--- config.mk ---
export PLATFORM = sky130hd
export DESIGN_NAME = rx_mac_steer
export DESIGN_NICKNAME = d
export VERILOG_FILES = /design/src/rtl/rx_mac_steer.sv
export SDC_FILE = /design/constraint.sdc
export NUM_CORES = 1
export LEC_CHECK = 0
export BUFFER_PORTS_ARGS = -buffer_cell sky130_fd_sc_hd__clkbuf_2
export CAP_MARGIN = 20
export CORE_AREA = 3 3 238 240
export CTS_CLUSTER_DIAMETER = 200
export CTS_CLUSTER_SIZE = 12
export DETAILED_ROUTE_END_ITERATION = 10
export DIE_AREA = 0 0 241 243
export HOLD_SLACK_MARGIN = 0.15
export PLACE_DENSITY_LB_ADDON = 0.05
export SETUP_SLACK_MARGIN = 0.02
export SYNTH_ARGS = -nofsm -noshare
export SYNTH_HDL_FRONTEND = slang
export SYNTH_SLANG_ARGS = --single-unit
--- constraint.sdc ---
create_clock -name clk -period 6 [get_ports clk]
set_clock_uncertainty 0.1 [all_clocks]
set_input_delay 0 -clock clk [delete_from_list [all_inputs] [get_ports clk]]
set_output_delay 0 -clock clk [all_outputs]
set_load 0.02 [all_outputs]
--- src/rtl/rx_mac_steer.sv ---
module rx_mac_steer #(
  parameter int NCH = 8,
  parameter int CW  = 32
) (
  input  logic              clk,
  input  logic              rst_n,
  input  logic              in_valid,
  input  logic [7:0]        in_byte,
  input  logic              in_last,
  input  logic [NCH*48-1:0] ch_mac,
  input  logic [NCH-1:0]    ch_vis,
  input  logic              bcast_en,
  input  logic [2*NCH-1:0]  buf_full,
  input  logic              cnt_we,
  input  logic [1:0]        cnt_sel,
  input  logic [CW-1:0]     cnt_wdata,
  output logic [NCH-1:0]    wr_en,
  output logic [NCH-1:0]    wr_buf,
  output logic [7:0]        out_byte,
  output logic              out_last,
  output logic              drop,
  output logic [CW-1:0]     cnt_rx,
  output logic [CW-1:0]     cnt_bc,
  output logic [CW-1:0]     cnt_dst_fail,
  output logic [CW-1:0]     cnt_ch_full
);

  localparam logic [2:0] POS_DEC  = 3'd5;
  localparam logic [2:0] POS_BODY = 3'd6;

  logic [2:0]     pos;
  logic [39:0]    hdr;
  logic [NCH-1:0] sel, ptr, hit, room, pick, mask;
  logic           is_bc, fail_dst, fail_full;
  logic [47:0]    dst;
  logic           at_dec;
  logic [CW-1:0]  cnt [4];
  logic [3:0]     bump;

  assign dst    = {hdr, in_byte};
  assign at_dec = in_valid && (pos == POS_DEC);
  assign is_bc  = &dst;

  for (genvar c = 0; c < NCH; c++) begin : g_ch
    assign hit[c]  = ch_vis[c] && (ch_mac[c*48 +: 48] == dst);
    assign room[c] = ptr[c] ? ~buf_full[2*c+1] : ~buf_full[2*c];

    always_ff @(posedge clk) begin
      if (!rst_n)                   ptr[c] <= 1'b0;
      else if (wr_en[c] && out_last) ptr[c] <= ~ptr[c];
    end
  end

  always_comb begin
    pick = '0;
    for (int i = NCH - 1; i >= 0; i--) begin
      if (hit[i]) begin
        pick    = '0;
        pick[i] = 1'b1;
      end
    end
    if (is_bc) begin
      fail_dst = !bcast_en || (ch_vis == '0);
      mask     = fail_dst ? '0 : (ch_vis & room);
    end else begin
      fail_dst = (hit == '0);
      mask     = pick & room;
    end
    fail_full = !fail_dst && (mask == '0);
  end

  always_ff @(posedge clk) begin
    if (!rst_n) begin
      pos <= '0;
      hdr <= '0;
      sel <= '0;
    end else if (in_valid) begin
      if (in_last)              pos <= '0;
      else if (pos != POS_BODY) pos <= pos + 3'd1;
      if (pos < POS_DEC)        hdr <= {hdr[31:0], in_byte};
      if (in_last)              sel <= '0;
      else if (at_dec)          sel <= mask;
    end
  end

  always_ff @(posedge clk) begin
    if (!rst_n) begin
      wr_en    <= '0;
      out_byte <= '0;
      out_last <= 1'b0;
      drop     <= 1'b0;
    end else begin
      if (at_dec)                             wr_en <= mask;
      else if (in_valid && pos == POS_BODY)   wr_en <= sel;
      else                                    wr_en <= '0;
      if (in_valid) out_byte <= in_byte;
      out_last <= in_valid && in_last && (pos >= POS_DEC);
      drop     <= at_dec && (mask == '0);
    end
  end

  assign bump = {at_dec & fail_full, at_dec & fail_dst, at_dec & is_bc, at_dec};

  for (genvar k = 0; k < 4; k++) begin : g_cnt
    always_ff @(posedge clk) begin
      if (!rst_n)                           cnt[k] <= '0;
      else if (cnt_we && cnt_sel == 2'(k))  cnt[k] <= cnt_wdata;
      else if (bump[k])                     cnt[k] <= cnt[k] + CW'(1);
    end
  end

  assign wr_buf       = ptr;
  assign cnt_rx       = cnt[0];
  assign cnt_bc       = cnt[1];
  assign cnt_dst_fail = cnt[2];
  assign cnt_ch_full  = cnt[3];

endmodule

==> reports/metrics.cfg <==
[status]
status=finished clean

[critical_path]
crit_fanout=32
r2r-end=cnt[3][2]
reg2reg_from=hdr[4]
required_ns=6.24
regToRegSetupSlack_ns=1.03
start_kind=register
worstSetupPathType=reg2reg
crit_path_end_kind=register
arrival_ns=5.22
r2r.worst_path.cells=11

[timing]
slew_headroom_pct=23.5
finalSetupViolCount=0
slew_viol_final=0
finalCriticalPeriod_ns=4.97
worst_pin_slew_ns=1.15
rsz0062_at_grt=false
hold_ws_ns=0.177
fin_crit_sh_pct=82.9
setup_ws_ns=1.03
fmax_mhz=201
hold_viol_final=0
fin_setup_tns_ns=0

[global_route]
grt_pass1_wl_um=116000
grt_overflow=0
grt_pass1_vias=16696
grt_max_degree=75
antenna_found_initial=2
globalRouteTotalUtil_pct=27.3

[synthesis]
synth_fp_nets=2244
synth-edff-count=128
synthTopCellsByArea=edfxtp_1 25%, xnor2_1 19%, dfxtp_1 10%
synth_top_cell_area_share_pct=25.2
synth_top_area_cell=edfxtp_1
ys_seq_elements=205
ys_async_sr_fraction_pct=0
synth_warnings=0
ys.flop_type=edfxtp_1
synth_cells=1781
synth_area_mm2=0.0152
seq_area_frac_synth_pct=35.3
yosysUniqueCellTypes=58
avgSynthCellArea_um2=8.56

[worst_hold_path]
min_path_type=in2reg
hold_end=cnt[0][3]
min-delay-start=cnt_sel[0]
worst_hold_path.num_cells=3

[placed_design]
placed_cells=3033
place_congestion=0.964
dp_hpwl_um=65500
io_buffers=609
pre_cts_slack_ns=1.10

[clock_network]
clkLatencyLatePin_ns=0.53
clock-sinks=205
numCtsBuffers=21
cts_root_buffer=clkbuf_16
cts_tree=built
ctsResizeCount=0
clk_pin_slew_worst_paths_ns=0.07
clockBufferDepth=3
h-tree-depth=1

[pwr]
power.share.combinational_pct=22.6
p_per_area_mw_per_mm2=188
p_int_uw=2600
clockPowerShare_pct=33.1
vdd_ir_drop_max_mv=0.168
pwr-share-seq_pct=44.3
p_sw_uw=1220
leakagePower_uw=0.00783
swShare_pct=32.0

[finish]
nets=2882
final_util_pct=37.0
mostFrequentLayoutCells=609 x clkbuf_2, 332 x xnor2_1, 291 x nand2_1
fill_cells=5770
area_delta_synth_final_pct=33.1
diodes=0
drive_gt1_share_pct=28.5
finalNonFillerCells=3136
layout_commonest_cell=clkbuf_2

[route]
wl_um=82600
wire_per_inst_um=26.3
first_pass_iters=5
num_vias=15605
drt-initial-drc-count=980
drc=0
drt.antenna.violating_nets=0
vias_per_cell=4.98

[floorplan]
die_w_um=241
io_pins=610
initial_utilization_pct=27.8
row_count=86
die_y_um=243
core_mm2=0.0549
die_area_mm2=0.0586

[run]
drv_cap=0

[registers in the layout (all words and copies together) (netlist names)]
name	flops
cnt	128
drop	1
hdr	40
out_byte	8
out_last	1
pos	3
sel	8
wr_buf	8
wr_en	8
[synth_stat cells (all sizes together) (24+ instances only)]
| cell type | instances |
|---|---|
| a21oi | 57 |
| and3 | 24 |
| buf | 53 |
| clkbuf | 46 |
| dfxtp | 77 |
| edfxtp | 128 |
| inv | 39 |
| nand2 | 291 |
| nand3 | 66 |
| nand4 | 101 |
| nor2 | 78 |
| nor3 | 24 |
| nor4 | 38 |
| o21ai | 142 |
| xnor2 | 332 |
| xor2 | 151 |
[kinds of logic (layout without fill, tap and decap cells)]
group	count (synthesis)	count (layout)	share of synthesized area, %
AOI/OAI and AO/OA	240	240	9.15
xor gates and xnor gates	483	483	27.8
adders and majority gates	7	7	0.575
buffers and inverters	138	789	3.95
DFF	205	205	35.3
muxes	15	15	0.993
and+or+nand+nor	693	693	22.2
[routing by layer]
layer | vias up | GRT usage (%) | share of wire [%]
li1 | 7401 | - | -
met3 | 121 | 3.81 | 4.7
met4 | 4 | 9.70 | 3.9
met2 | 537 | 51.3 | 52
met1 | 7542 | 31.1 | 39
met5 | - | 0 | 0.033
[power groups by stage]
stage          logic [uW]  clock network, uW  registers (uW)
2_1_floorplan         336                  0            1760
3_3_place_gp          841                  0            1720
3_5_place_dp          834                  0            1730
4_1_cts               866               1320            1690
5_1_grt               920               1350            1710
6_report              862               1270            1690
[area by class of cell]
class                           count  area [um2]  share of cell area, %
Multi-Input combinational cell   1438        9280                   45.8
Sequential cell                   205        5390                   26.5
Timing Repair Buffer              714        4000                   19.7
Tap cell                          704         881                   4.34
Clock buffer                       35         578                   2.85
Inverter                           39         146                  0.722
Clock inverter                      1        11.3                 0.0555
[stage by stage]
step           area, um2  total power, uW
2_1_floorplan      15200             2100
3_3_place_gp       19000             2560
3_5_place_dp       19000             2560
4_1_cts            20300             3880
5_1_grt            20300             3980
6_report           20300             3820
[worst max path at each step]
stage | slack [ns] | cells past startpoint | end | start
6_report | 1.03 | 11 | cnt[3][2] | hdr[4]
5_1_grt | 0.65 | 11 | cnt[3][2] | hdr[4]
4_1_cts | 1.02 | 11 | cnt[3][2] | hdr[4]
3_5_place_dp | 1.10 | 9 | cnt[3][24] | hdr[19]
3_3_place_gp | 1.17 | 9 | cnt[3][31] | hdr[19]
2_1_floorplan | 0.60 | 10 | cnt[3][0] | hdr[3]
[critical path: stages, from the launching register on]
cell           delay [ns]
dfxtp_1              1.08
nand4_1              0.17
nor4_1               0.54
and3_1               0.25
buf_4                0.19
a221oi_1             0.10
dlygate4sd3_1        0.57
o21ai_0              0.14
o211ai_1             0.14
or3b_1               0.46
nand4bb_4            0.68
o21ai_0              0.36
[timing repair]
action                                  in CTS  in global routing
hold endpoints to repair                   165                  0
endpoints found under the setup margin       0                  0
buffers inserted                             0                  0
hold buffers                                67                  0
No activity file was read; power rests on OpenSTA's default activity.
